$ cat config.mk
export PLATFORM = sky130hd
export DESIGN_NAME = pcm_duplex_port
export DESIGN_NICKNAME = d
export VERILOG_FILES = /design/src/rtl/pcm_pkg.sv /design/src/rtl/pcm_slot_timer.sv /design/src/rtl/pcm_tx_serializer.sv /design/src/rtl/pcm_rx_deserializer.sv /design/src/rtl/pcm_duplex_port.sv
export SDC_FILE = /design/constraint.sdc
export NUM_CORES = 1
export LEC_CHECK = 0
export ABC_CLOCK_PERIOD_IN_PS = 2900
export BUFFER_PORTS_ARGS = -buffer_cell sky130_fd_sc_hd__buf_2
export CAP_MARGIN = 20
export CORE_ASPECT_RATIO = 0.7
export CORE_MARGIN = 2
export CORE_UTILIZATION = 39
export CTS_BUF_LIST = sky130_fd_sc_hd__clkbuf_4 sky130_fd_sc_hd__clkbuf_8
export CTS_CLUSTER_SIZE = 28
export DETAILED_ROUTE_END_ITERATION = 7
export GPL_TIMING_DRIVEN = 0
export RECOVER_POWER = 50
export SYNTH_ARGS = -nofsm -noshare
export SYNTH_HDL_FRONTEND = slang
export SYNTH_SLANG_ARGS = --single-unit
$ cat constraint.sdc
create_clock -name bclk -period 2.9 [get_ports bclk]
set_input_delay 0.145 -clock bclk [delete_from_list [all_inputs] [get_ports bclk]]
set_output_delay 0.145 -clock bclk [all_outputs]
set_load 0.03 [all_outputs]
$ cat src/rtl/pcm_pkg.sv
package pcm_pkg;
  typedef struct packed {
    logic early;
    logic gap;
    logic seven;
    logic loop;
    logic ch;
  } pcm_cfg_t;
endpackage

$ cat src/rtl/pcm_slot_timer.sv
module pcm_slot_timer
  import pcm_pkg::*;
#(
  parameter int W = 8,
  parameter int GAP = 2,
  localparam int CNT_W = $clog2(2 * W + GAP + 2),
  localparam int IDX_W = $clog2(W)
) (
  input  logic             clk,
  input  logic             rst_n,
  input  logic             fsync,
  input  pcm_cfg_t         cfg,
  output logic             fs_rise,
  output logic             cur_act,
  output logic [IDX_W-1:0] cur_idx,
  output logic             nxt_act,
  output logic [IDX_W-1:0] nxt_idx
);
  // count 0 = idle, 1 = lead period, 2 = first data bit
  localparam logic [CNT_W-1:0] V_LAST = CNT_W'(2 * W + GAP + 1);

  logic             fs_q;
  logic [CNT_W-1:0] cnt, cnt_n;

  function automatic logic [CNT_W:0] decode(input logic [CNT_W-1:0] v,
                                            input logic gap, input logic ch);
    logic [CNT_W-1:0] start;
    logic [CNT_W-1:0] rel;
    start = CNT_W'(2);
    if (ch) start = start + (gap ? CNT_W'(W + GAP) : CNT_W'(W));
    rel = v - start;
    decode = {(v >= start) && (rel < CNT_W'(W)), rel};
  endfunction

  assign fs_rise = fsync & ~fs_q;

  always_comb begin
    if (fs_rise) cnt_n = cfg.early ? CNT_W'(2) : CNT_W'(1);
    else if (cnt != '0 && cnt != V_LAST) cnt_n = cnt + CNT_W'(1);
    else cnt_n = '0;
  end

  always_ff @(posedge clk or negedge rst_n) begin
    if (!rst_n) begin
      fs_q <= 1'b0;
      cnt  <= '0;
    end else begin
      fs_q <= fsync;
      cnt  <= cnt_n;
    end
  end

  logic [CNT_W:0] dc, dn;
  assign dc      = decode(cnt, cfg.gap, cfg.ch);
  assign dn      = decode(cnt_n, cfg.gap, cfg.ch);
  assign cur_act = dc[CNT_W];
  assign cur_idx = dc[IDX_W-1:0];
  assign nxt_act = dn[CNT_W];
  assign nxt_idx = dn[IDX_W-1:0];
endmodule

$ cat src/rtl/pcm_tx_serializer.sv
module pcm_tx_serializer #(
  parameter int W = 8,
  localparam int IDX_W = $clog2(W)
) (
  input  logic             clk,
  input  logic             rst_n,
  input  logic             fs_rise,
  input  logic             loop,
  input  logic             seven,
  input  logic [W-1:0]     tx_data,
  input  logic             tx_valid,
  input  logic [W-1:0]     loop_byte,
  input  logic             nxt_act,
  input  logic [IDX_W-1:0] nxt_idx,
  output logic             tx_ready,
  output logic             txd,
  output logic             txd_oe
);
  logic [W-1:0]     hold, byte_n;
  logic [IDX_W-1:0] sel;

  assign tx_ready = fs_rise & ~loop;

  always_comb begin
    byte_n = hold;
    if (fs_rise) begin
      if (loop) byte_n = loop_byte;
      else if (tx_valid) byte_n = tx_data;
    end
  end

  assign sel = IDX_W'(W - 1) - nxt_idx;

  always_ff @(posedge clk or negedge rst_n) begin
    if (!rst_n) begin
      hold   <= '0;
      txd    <= 1'b0;
      txd_oe <= 1'b0;
    end else begin
      hold   <= byte_n;
      txd    <= nxt_act & byte_n[sel];
      txd_oe <= nxt_act & ~(seven && nxt_idx == IDX_W'(W - 1));
    end
  end
endmodule

$ cat src/rtl/pcm_rx_deserializer.sv
module pcm_rx_deserializer #(
  parameter int W = 8,
  localparam int IDX_W = $clog2(W)
) (
  input  logic             clk,
  input  logic             rst_n,
  input  logic             rxd,
  input  logic             seven,
  input  logic             cur_act,
  input  logic [IDX_W-1:0] cur_idx,
  output logic [W-1:0]     rx_data,
  output logic             rx_valid
);
  logic         rx_s;
  logic [W-2:0] sh;

  always_ff @(negedge clk or negedge rst_n) begin
    if (!rst_n) rx_s <= 1'b0;
    else        rx_s <= rxd;
  end

  always_ff @(posedge clk or negedge rst_n) begin
    if (!rst_n) begin
      sh       <= '0;
      rx_data  <= '0;
      rx_valid <= 1'b0;
    end else begin
      rx_valid <= 1'b0;
      if (cur_act) begin
        if (cur_idx == IDX_W'(W - 1)) begin
          rx_data  <= {sh, rx_s & ~seven};
          rx_valid <= 1'b1;
        end else begin
          sh <= {sh[W-3:0], rx_s};
        end
      end
    end
  end
endmodule

$ cat src/rtl/pcm_duplex_port.sv
module pcm_duplex_port
  import pcm_pkg::*;
(
  input  logic       bclk,
  input  logic       rst_n,
  input  logic       fsync,
  input  logic       rxd,
  input  logic       early_start,
  input  logic       gap_fmt,
  input  logic       seven_bit,
  input  logic       loop_en,
  input  logic       ch_sel,
  input  logic [7:0] tx_data,
  input  logic       tx_valid,
  output logic       tx_ready,
  output logic       txd,
  output logic       txd_oe,
  output logic [7:0] rx_data,
  output logic       rx_valid
);
  localparam int W = 8;
  localparam int GAP = 2;
  localparam int IDX_W = $clog2(W);

  pcm_cfg_t         cfg;
  logic             fs_rise, cur_act, nxt_act;
  logic [IDX_W-1:0] cur_idx, nxt_idx;

  assign cfg = '{early: early_start, gap: gap_fmt, seven: seven_bit,
                 loop: loop_en, ch: ch_sel};

  pcm_slot_timer #(.W(W), .GAP(GAP)) u_timer (
    .clk(bclk), .rst_n(rst_n), .fsync(fsync), .cfg(cfg),
    .fs_rise(fs_rise), .cur_act(cur_act), .cur_idx(cur_idx),
    .nxt_act(nxt_act), .nxt_idx(nxt_idx)
  );

  pcm_tx_serializer #(.W(W)) u_tx (
    .clk(bclk), .rst_n(rst_n), .fs_rise(fs_rise), .loop(cfg.loop),
    .seven(cfg.seven), .tx_data(tx_data), .tx_valid(tx_valid),
    .loop_byte(rx_data), .nxt_act(nxt_act), .nxt_idx(nxt_idx),
    .tx_ready(tx_ready), .txd(txd), .txd_oe(txd_oe)
  );

  pcm_rx_deserializer #(.W(W)) u_rx (
    .clk(bclk), .rst_n(rst_n), .rxd(rxd), .seven(cfg.seven),
    .cur_act(cur_act), .cur_idx(cur_idx),
    .rx_data(rx_data), .rx_valid(rx_valid)
  );
endmodule

# Word level (Yosys, flattened, before mapping)
# Cells that the tools add are included.
# op_classes
addsub	5
mul	0
n_div	0
n_lt_le_gt_ge	5
eq_ne	3
n_shift	0
muxes	12
bitwise_logic	10
n_reduce_logical	7
# ops
op	count
$mux 8	3
$mux 5	3
$ge 5x5->1	2
$lt 5x4->1 const B	2
$sub 5x5->5	2
$eq 3x3->1 const B	2
$add 2x5->5 const A	1
$add 5x1->5 const B	1
$and 1x1->1	5
$ne 5x5->1 const B	1
$not 1->1	5
$reduce_bool 5->1	1
$logic_and 1x1->1	4
$lt 3x4->1 const B	1
$mux 2	2
$reduce_and 2->1	2
$bmux 1 s3	1
$mux 1	3
$sub 3x3->3 const A	1
# word_totals
regBits	33
latch_bits	0
ramBits	0
mem_bits_ro	0
inputBits	18
out_inout_bits	12
memories	0

# Longest topological paths before layout
# Gate-level depths: netlist (run 1).
# depth
depth_word	9
depth_mapped	13

# Modules after synthesis
# A second synthesis (run 1) with hierarchy kept.
# unflattened
cells_unflattened	186
area_unflattened_um2	1934.4
# by_module_without_submodules
module	instances	cells_per_inst	area_each_um2	seq_area_each_um2
pcm_rx_deserializer	1	62	748.2	425.4
pcm_slot_timer	1	67	610.6	150.1
pcm_tx_serializer	1	57	575.6	250.2

==> summary.txt, run 1 <==
Outcome
  – Status: finished, final reports clean

Timing
  – Unrepaired setup endpoints after global routing: no
  – Final worst-path cycle share: 93.8%
  – Least-Margin Pin Slew: 0.748 ns
  – Fin. max-slew vios: 0
  – Final setup violating endpoints: 0
  – Min Clock Period, post-route: 2.72 ns
  – Fmax: 368 MHz
  – Slew margin rel.: 50.1%
  – Clock skew: 0.00890 ns
  – Final Hold Violating Endpoints: 0

Critical path
  – CP Data Required Time: 3.11 ns
  – Worst stage delay on the critical path: 0.47 ns
  – Bufs and invs on worst path: 1
  – Cells along the critical path: nand2b_4 > buf_4 > mux2i_1 > ha_1 > fa_1 > nor2b_2 > nor3b_1 > o21ba_2 > mux2i_2 > a31oi_1 > and4_1
  – Delay-heaviest family, CP: simple AND/OR/NAND/NOR gates
  – CP Max Fanout: 10
  – Slowest stage cell on the critical path: dfrtp_2
  – Number of cells on the critical path: 11
  – CP Class: reg -> reg
  – Crit end category: flip-flop
  – Critical path startpoint category: flip-flop
  – Worst Path Arrival: 2.93 ns
  – Worst R2R Path Depth: 11

Power
  – Maximum VDD drop: 0.000380 V
  – Pwr dens: 1020 mW/mm²
  – Total power: 0.00215 W
  – Leak pwr: 0.991 nW

Global route
  – First-pass GRT wire length: 6580 µm
  – Number of global-route vias before repair: 1,363
  – Initial antenna violation count: 0
  – GRT overflow: 0
  – Largest net degree at the start of global routing: 34
  – GRT Resource Usage Total: 17.1%

Clock tree
  – CTS root buf: clkbuf_8
  – Max clock buf depth: 2
  – CTS tree: done
  – CTS buffer count: 5
  – Clock insertion delay at the later pin of the skew report: 0.29 ns
  – Clock sink count: 33
  – Setup Fix Bufs, Post-CTS: 0
  – Clock Pin Slew Worst Setup and Hold Paths: 0.06 ns
  – H-tree Lvls: 2

Routing
  – Final WL: 4100 µm
  – Post-route ant nets: 0
  – # DRC: 0
  – Vias: 1,360
  – Vias per cell: 5.40
  – Drt initial violations: 74
  – Drt wl/cell: 16.3 µm
  – TritonRoute pass-1 iters: 4

Floorplanning
  – Die Area: 0.00517 mm²
  – DIE WIDTH: 85.1 µm
  – Row cnt: 20
  – Die Y: 60.8 µm
  – Core area: 0.00438 mm²
  – Initial core utilization: 41.0%
  – I/O Pins: 30

Place
  – GP Congestion: 0.812
  – Placed cell area: 0.00200 mm²
  – Port bufs: 28
  – DPL Wire Length: 3090 µm

Final layout
  – Final-layout fill cell count: 431
  – Post-route cell area: 0.00212 mm²
  – Share of layout cells above drive strength 1: 25.9%
  – Layout area overhead: 18.1%
  – Most frequent cells in the layout: 31 x dfrtp_1, 19 x buf_2, 15 x mux2_2, 13 x clkbuf_1, 10 x a21oi_1
  – Most common cell after layout, fill and taps aside: dfrtp_1
  – Ant. Diodes: 0
  – Nets: 224

Yosys
  – Ys flop type: dfrtp_1
  – #FFs+latches synth: 33
  – EDFF count, synth: 0
  – Syn Inst Count: 159
  – Sequential fraction of the synthesis area: 46.0%
  – Syn nets: 187
  – Count of cell types in the netlist: 35
  – Post-synth ARST share: 100%
  – Post-synthesis xor/xnor area fraction: 0.976%
  – Post-Synth Simple-Gate Area: 16.2%
  – Synthesized area: 0.00180 mm²
  – Largest family of logic cells by synthesized area: simple AND/OR/NAND/NOR gates
  – Compound-Gate Fraction of Synth Area: 12.0%
  – Mux contribution to synthesized area: 13.3%
  – Post-synthesis adder-cell area fraction: 7.80%
  – Syn Area/Cell: 11.3 µm²
  – Yosys warnings: 0

Job
  – Max-cap violations: 0

Hold path
  – Worst min path class: in -> reg
  – Hold depth: 2
==> metrics by stage <==
step | setup WS, ns | util (%) | cells | setup TNS [ns] | hold slack, ns
6_report | 0.180 | 48.4 | 252 | 0 | 0.0854
5_1_grt | 0.0307 | 48.4 | 252 | 0 | 0.107
4_1_cts | 0.0168 | 48.4 | 252 | 0 | 0.0892
3_5_place_dp | -0.265 | 45.8 | 242 | -0.365 | 0.255
3_3_place_gp | -0.0874 | 45.8 | 242 | -0.0874 | 0.237
2_1_floorplan | 0.353 | - | 159 | 0 | -0.151
==> logic make-up (layout without fill, tap and decap cells) <==
group,after synthesis,in the layout
AOI/OAI and AO/OA,30,30
xor gates and xnor gates,2,2
adders and majority gates,10,10
buffers and inverters,15,53
DFF,33,33
muxes,22,22
and+or+nand+nor,47,47
==> cells in the mapped netlist, drive strengths merged (2+ instances only) <==
cell type | count | area share (%)
fa | 2 | 2.2
nor2b | 8 | 2.8
nand2 | 6 | 1.3
ha | 8 | 5.6
inv | 9 | 1.9
a21oi | 10 | 2.8
nand4b | 8 | 3.9
buf | 3 | 1.2
mux2 | 15 | 9.4
xor2 | 2 | 0.98
a31oi | 2 | 0.70
nor2 | 6 | 1.3
a221o | 8 | 4.5
dfrtp | 32 | 45
nand3b | 2 | 0.84
nand2b | 9 | 3.1
o21ai | 5 | 1.6
clkbuf | 3 | 0.63
mux2i | 7 | 3.9
==> metal layers <==
metal	track usage [%]	vias to the layer above	wire length, µm
met5	0	-	0
met4	6.12	0	55
met3	3.95	6	137
met2	27.1	27	1860
met1	23.4	677	2050
li1	-	650	-
==> worst reg2reg max path: stages (launching register included) <==
cell and delay, ns:
dfrtp_2 0.47, nand2b_4 0.18, buf_4 0.18, mux2i_1 0.15
ha_1 0.25, fa_1 0.46, nor2b_2 0.15, nor3b_1 0.20
o21ba_2 0.16, mux2i_2 0.08, a31oi_1 0.14, and4_1 0.21
==> state kept, by name, summed over array words and instances (netlist names) <==
signal	flops
u_tx.hold	8
u_tx.txd_oe	1
u_timer.fs_q	1
u_rx.sh	7
u_rx.rx_data	8
u_tx.txd	1
u_timer.cnt	5
u_rx.rx_s	1
u_rx.rx_valid	1
==> repair_timing <==
| action | 4_1_cts | 5_1_grt |
|---|---|---|
| gates resized for setup | 3 | 5 |
| hold buffers | 2 | 0 |
| endpoints found under the setup margin | 2 | 1 |
| endpoints found under the hold margin | 33 | 0 |
| gates cloned | 0 | 0 |
==> worst paths after layout <==
check	start	to	slack (ns)
hold / removal	seven_bit	u_tx.txd_oe	0.09
setup / recovery	u_timer.fs_q	u_tx.txd	0.18
setup reg to reg	u_timer.fs_q	u_tx.txd	0.18
min in group asynchronous	rst_n	u_rx.sh[6]	0.46
max in group asynchronous	rst_n	u_rx.rx_s	0.60
hold reg to reg	u_rx.sh[2]	u_rx.sh[3]	0.52
==> final cells by class <==
class	count	area [µm²]	share of cell area (%)
clock buffer	8	91.3	4.31
buffer	6	36.3	1.71
inverter	9	33.8	1.59
tap	55	68.8	3.24
timing repair buffer	30	146	6.90
multi-input combinational	111	917	43.2
sequential	33	827	39.0
==> where the power goes <==
group          total [W]  internal (W)  switching, W
clock network   0.000357      0.000198      0.000159
logic            0.00101      0.000461      0.000550
registers       0.000784      0.000642      0.000142
Note: power is estimated with default switching activity, not from simulation.
==> run 2, diff against run 1 <==
MAX_ROUTING_LAYER = met4   (was not set)
==> summary.txt, run 2 (synthesized netlist as in run 1, its figures left out) <==
Final layout
  – Ant. Diodes: 0 (unchanged)
  – Share of layout cells above drive strength 1: 25.9% (unchanged)
  – Layout area overhead: 18.1% (unchanged)
  – Most common cell after layout, fill and taps aside: dfrtp_1 (unchanged)
  – Finished Core Util: 48.4% (unchanged)
  – Final-layout fill cell count: 431 (unchanged)
  – Most frequent cells in the layout: 31 x dfrtp_1, 19 x buf_2, 15 x mux2_2, 13 x clkbuf_1, 10 x a21oi_1 (unchanged)
  – Nets: 224 (unchanged)
  – Biggest regs: u_rx.rx_data (8), u_tx.hold (8), u_rx.sh (7) (unchanged)

Timing
  – Final setup violating endpoints: 0 (unchanged)
  – Setup ws final: 0.181 ns (was 0.180 ns)
  – Slew margin rel.: 50.3% (was 50.1%)
  – Min Clock Period, post-route: 2.72 ns (about the same)
  – Unrepaired setup endpoints after global routing: no (unchanged)
  – Post-route setup TNS: 0 ns (unchanged)
  – Final Hold Violating Endpoints: 0 (unchanged)
  – Fmax: 368 MHz (about the same)
  – Hold slack: 0.0815 ns (was 0.0854 ns)
  – Least-Margin Pin Slew: 0.745 ns (was 0.748 ns)
  – Fin. max-slew vios: 0 (unchanged)
  – Final worst-path cycle share: 93.7% (was 93.8%)
  – Clock skew: 0.00814 ns (was 0.00890 ns)

Floorplanning
  – I/O Pins: 30 (unchanged)
  – DIE WIDTH: 85.1 µm (unchanged)
  – Initial core utilization: 41.0% (unchanged)
  – Die Area: 0.00517 mm² (unchanged)
  – Core area: 0.00438 mm² (unchanged)
  – Row cnt: 20 (unchanged)
  – Die Y: 60.8 µm (unchanged)

Outcome
  – Status: finished, final reports clean (unchanged)

Critical path
  – RR Endpoint: u_tx.txd (unchanged)
  – CP Data Required Time: 3.12 ns (was 3.11 ns)
  – Critical path startpoint category: flip-flop (unchanged)
  – Crit. Startpoint: u_timer.fs_q (unchanged)
  – Slowest stage cell on the critical path: dfrtp_2 (unchanged)
  – Worst stage delay on the critical path: 0.47 ns (about the same)
  – Reg2Reg Setup Slack: 0.18 ns (about the same)
  – Worst Path Arrival: 2.93 ns (about the same)
  – CP Class: reg -> reg (unchanged)
  – Reg-to-reg critical path startpoint: u_timer.fs_q (unchanged)
  – Cells along the critical path: nand2b_4 > buf_4 > mux2i_1 > ha_1 > fa_1 > nor2b_2 > nor3b_1 > o21ba_2 > mux2i_2 > a31oi_1 > and4_1 (unchanged)
  – Setup crit end: u_tx.txd (unchanged)
  – Worst R2R Path Depth: 11 (unchanged)
  – Crit end category: flip-flop (unchanged)
  – CP Max Fanout: 10 (unchanged)

Clock tree
  – Clock Pin Slew Worst Setup and Hold Paths: 0.06 ns (about the same)
  – Setup Fix Bufs, Post-CTS: 0 (unchanged)
  – Clock sink count: 33 (unchanged)
  – CTS root buf: clkbuf_8 (unchanged)
  – Clock insertion delay at the later pin of the skew report: 0.29 ns (about the same)
  – CTS buffer count: 5 (unchanged)
  – H-tree Lvls: 2 (unchanged)
  – CTS tree: done (unchanged)
  – Max clock buf depth: 2 (unchanged)

Place
  – Port bufs: 28 (unchanged)
  – GP Congestion: 0.824 (was 0.812)
  – DPL Wire Length: 3090 µm (unchanged)
  – Pre-CTS WS: -0.265 ns (unchanged)

Global route
  – GRT Resource Usage Total: 17.7% (was 17.1%)
  – Number of global-route vias before repair: 1,362 (was 1,363)
  – GRT overflow: 0 (unchanged)
  – Initial antenna violation count: 0 (unchanged)
  – Largest net degree at the start of global routing: 34 (unchanged)
  – First-pass GRT wire length: 6600 µm (was 6580 µm)

Job
  – Max-cap violations: 0 (unchanged)

Hold path
  – Worst min path class: in -> reg (unchanged)
  – Hold depth: 2 (unchanged)

Power
  – Leak pwr: 0.991 nW (unchanged)
  – Total power: 0.00216 W (was 0.00215 W)
  – Maximum VDD drop: 0.000380 V (about the same)
  – Pwr dens: 1020 mW/mm² (about the same)

Routing
  – TritonRoute pass-1 iters: 4 (unchanged)
  – # DRC: 0 (unchanged)
  – Vias: 1,354 (was 1,360)
  – Drt wl/cell: 16.3 µm (about the same)
  – Vias per cell: 5.37 (was 5.40)
  – Drt initial violations: 95 (was 74)
  – Final WL: 4110 µm (was 4100 µm)
  – Post-route ant nets: 0 (unchanged)
-- run 2: cell counts in the layout (fill, tap and decap cells not counted) --
Identical to the previous run, type by type.
-- run 2: timing repair --
action	CTS	global route
hold buffers	2	0
resized for setup	3	5
endpoints found under the setup margin	2	1
endpoints found under the hold margin	33	0
-- run 2: critical path: cells and delay by family, from the launching register on --
family / cells / cell delay (ns)
AOI/OAI and AO/OA: 2 / 0.30
adders and majority gates: 2 / 0.71
buffers and inverters: 1 / 0.19
DFF: 1 / 0.47
muxes: 2 / 0.23
and+or+nand+nor: 4 / 0.74
-- run 2: how the worst min path moves through the flow --
stage / from / to / slack [ns]
2_1_floorplan: rst_n / u_rx.rx_data[0] / -0.15
3_3_place_gp: rst_n / u_rx.rx_valid / 0.24
3_5_place_dp: rst_n / u_rx.rx_valid / 0.25
4_1_cts: seven_bit / u_tx.txd_oe / 0.09
5_1_grt: seven_bit / u_tx.txd_oe / 0.11
6_report: seven_bit / u_tx.txd_oe / 0.08
-- run 2: metrics by stage --
step	cell area [µm²]	std cells
finish	2120	252
global route	2120	252
CTS	2120	252
detailed placement	2000	242
global placement	2000	242
floorplan	1800	159
-- run 2: report_power, final --
| part | switching, W | total (W) | internal, W | leakage, nW |
|---|---|---|---|---|
| clock | 0.000164 | 0.000362 | 0.000199 | 0.0498 |
| combinational | 0.000550 | 0.00101 | 0.000461 | 0.525 |
| sequential | 0.000142 | 0.000784 | 0.000642 | 0.417 |
-- run 2: area by class of cell --
type,count,area [µm²],area share (%)
multi-input combinational,111,917,43.2
sequential,33,827,39.0
timing repair buffer,30,146,6.90
clock buffer,8,91.3,4.31
tap,55,68.8,3.24
buffer,6,36.3,1.71
inverter,9,33.8,1.59
-- run 2: metal layers --
metal	share of wire, %	GRT usage, %	vias up	wire (µm)
li1	-	-	650	-
met1	50	23.4	672	2060
met2	45	27.2	26	1850
met3	3.6	3.95	6	146
met4	1.3	6.12	0	55
met5	0	-	-	0
==> run 3, diff against run 2 <==
HOLD_SLACK_MARGIN = 0.15   (was not set)
==> summary.txt, run 3 (synthesized netlist as in run 1, its figures left out) <==
Critical path
  – CP Max Fanout: 10 (unchanged)
  – Delay-heaviest family, CP: simple AND/OR/NAND/NOR gates (unchanged)
  – Worst Path Arrival: 2.94 ns (was 2.93 ns)
  – Critical path startpoint category: flip-flop (unchanged)
  – Number of cells on the critical path: 11 (unchanged)
  – Worst stage delay on the critical path: 0.47 ns (about the same)
  – Crit end category: flip-flop (unchanged)
  – Worst R2R Path Depth: 11 (unchanged)
  – CP Class: reg -> reg (unchanged)
  – Slowest stage cell on the critical path: dfrtp_2 (unchanged)
  – Bufs and invs on worst path: 1 (unchanged)
  – CP Data Required Time: 3.11 ns (was 3.12 ns)
  – Cells along the critical path: nand2b_4 > buf_4 > mux2i_1 > ha_1 > fa_1 > nor2b_2 > nor3b_1 > o21ba_2 > mux2i_2 > a31oi_1 > and4_1 (unchanged)

Hold path
  – Hold depth: 4 (was 2)
  – Worst min path class: in -> reg (unchanged)

Final layout
  – Post-route cell area: 0.00214 mm² (was 0.00212 mm²)
  – Finished Core Util: 48.9% (was 48.4%)
  – Ant. Diodes: 0 (unchanged)
  – Share of layout cells above drive strength 1: 25.6% (was 25.9%)
  – Most common cell after layout, fill and taps aside: dfrtp_1 (unchanged)
  – Nets: 226 (was 224)
  – Most frequent cells in the layout: 31 x dfrtp_1, 19 x buf_2, 15 x mux2_2, 13 x clkbuf_1, 10 x a21oi_1 (unchanged)
  – Layout area overhead: 19.2% (was 18.1%)
  – Biggest regs: u_rx.rx_data (8), u_tx.hold (8), u_rx.sh (7) (unchanged)

Place
  – Port bufs: 28 (unchanged)
  – Placed cell area: 0.00200 mm² (unchanged)
  – Pre-CTS WS: -0.265 ns (unchanged)
  – DPL Wire Length: 3090 µm (unchanged)
  – GP Congestion: 0.824 (unchanged)

Job
  – Max-cap violations: 0 (unchanged)

Timing
  – Fin. max-slew vios: 0 (unchanged)
  – Final Hold Violating Endpoints: 0 (unchanged)
  – Clock skew: 0.00830 ns (was 0.00814 ns)
  – Min Clock Period, post-route: 2.72 ns (about the same)
  – Post-route setup TNS: 0 ns (unchanged)
  – Final worst-path cycle share: 93.9% (was 93.7%)
  – Slew margin rel.: 49.8% (was 50.3%)
  – Hold slack: 0.339 ns (was 0.0815 ns)
  – Least-Margin Pin Slew: 0.753 ns (was 0.745 ns)
  – Setup ws final: 0.178 ns (was 0.181 ns)
  – Final setup violating endpoints: 0 (unchanged)
  – Unrepaired setup endpoints after global routing: no (unchanged)
  – Fmax: 367 MHz (was 368 MHz)

Clock tree
  – Clock Pin Slew Worst Setup and Hold Paths: 0.07 ns (was 0.06 ns)
  – CTS tree: done (unchanged)
  – CTS buffer count: 5 (unchanged)
  – Max clock buf depth: 2 (unchanged)
  – Clock sink count: 33 (unchanged)
  – CTS root buf: clkbuf_8 (unchanged)
  – Clock insertion delay at the later pin of the skew report: 0.29 ns (about the same)
  – H-tree Lvls: 2 (unchanged)

Routing
  – Final WL: 4130 µm (was 4110 µm)
  – Vias: 1,364 (was 1,354)
  – Post-route ant nets: 0 (unchanged)
  – TritonRoute pass-1 iters: 4 (unchanged)
  – # DRC: 0 (unchanged)
  – Vias per cell: 5.37 (about the same)
  – Drt initial violations: 94 (was 95)
  – Drt wl/cell: 16.3 µm (about the same)

Global route
  – First-pass GRT wire length: 6610 µm (was 6600 µm)
  – Met3 Use GR: 3.81% (was 3.95%)
  – Initial antenna violation count: 0 (unchanged)
  – Met1 usage: 23.4% (about the same)
  – Number of global-route vias before repair: 1,368 (was 1,362)
  – GRT met2 Usage: 27.3% (was 27.2%)
  – Largest net degree at the start of global routing: 34 (unchanged)
  – GRT overflow: 0 (unchanged)
  – GR peak layer: met2 (unchanged)
  – GRT Resource Usage Total: 17.7% (about the same)

Power
  – Maximum VDD drop: 0.000380 V (about the same)
  – Pwr dens: 1010 mW/mm² (was 1020 mW/mm²)
  – Leak pwr: 0.999 nW (was 0.991 nW)

Outcome
  – Status: finished, final reports clean (unchanged)

Floorplanning
  – Die Y: 60.8 µm (unchanged)
  – DIE WIDTH: 85.1 µm (unchanged)
  – I/O Pins: 30 (unchanged)
  – Initial core utilization: 41.0% (unchanged)
  – Core area: 0.00438 mm² (unchanged)
  – Die Area: 0.00517 mm² (unchanged)
  – Row cnt: 20 (unchanged)
==> run 3: changes by cell type in the layout (fill, tap and decap cells not counted), sizes merged <==
cell / delta
dlygate4sd3: +2
==> run 3: worst paths after layout <==
check / start / to / slack (ns)
worst min register to register: u_rx.sh[6] / u_rx.rx_data[7] / 0.52
worst max-delay path: u_timer.fs_q / u_tx.txd / 0.18
worst min-delay path: tx_data[3] / u_tx.hold[3] / 0.34
worst max register to register: u_timer.fs_q / u_tx.txd / 0.18
min in group asynchronous: rst_n / u_rx.sh[6] / 0.47
max in group asynchronous: rst_n / u_rx.rx_s / 0.60
==> run 3: stage by stage <==
stage	power (W)	instances
floorplan	0.00153	159
global placement	0.00175	242
global route	0.00232	254
CTS	0.00218	254
finish	0.00216	254
detailed placement	0.00180	242
==> run 3: what timing repair did <==
item | 4_1_cts | 5_1_grt
gates cloned | 0 | 0
endpoints found under the setup margin | 2 | 1
resized for setup | 3 | 5
hold buffers | 4 | 0
hold endpoints to repair | 35 | 0
buffers inserted | 0 | 0
==> run 3: per-layer routing <==
metal	part of all wire (%)	wire, µm
met1	49	2010
met2	45	1870
met3	5.1	211
met4	0.94	39
met5	0	0
==> run 3: report_power, final <==
group	internal [W]	total [W]	switching [W]
Combinational	0.000463	0.00101	0.000551
Clock	0.000199	0.000363	0.000164
Sequential	0.000642	0.000784	0.000142
Total	0.00130	0.00216	0.000858
==> run 3: layout make-up <==
type / instances / area, µm²
clock buffer: 8 / 91.3
timing repair buffer: 32 / 166
inverter: 9 / 33.8
tap: 55 / 68.8
buffer: 6 / 36.3
sequential: 33 / 827
multi-input combinational: 111 / 917
fill: 429 / 2240
==> run 3: worst min-delay path, cell delays in order <==
cell      delay, ns
buf_2          0.08
nand4b_1       0.10
a21oi_1        0.13
a221o_1        0.13
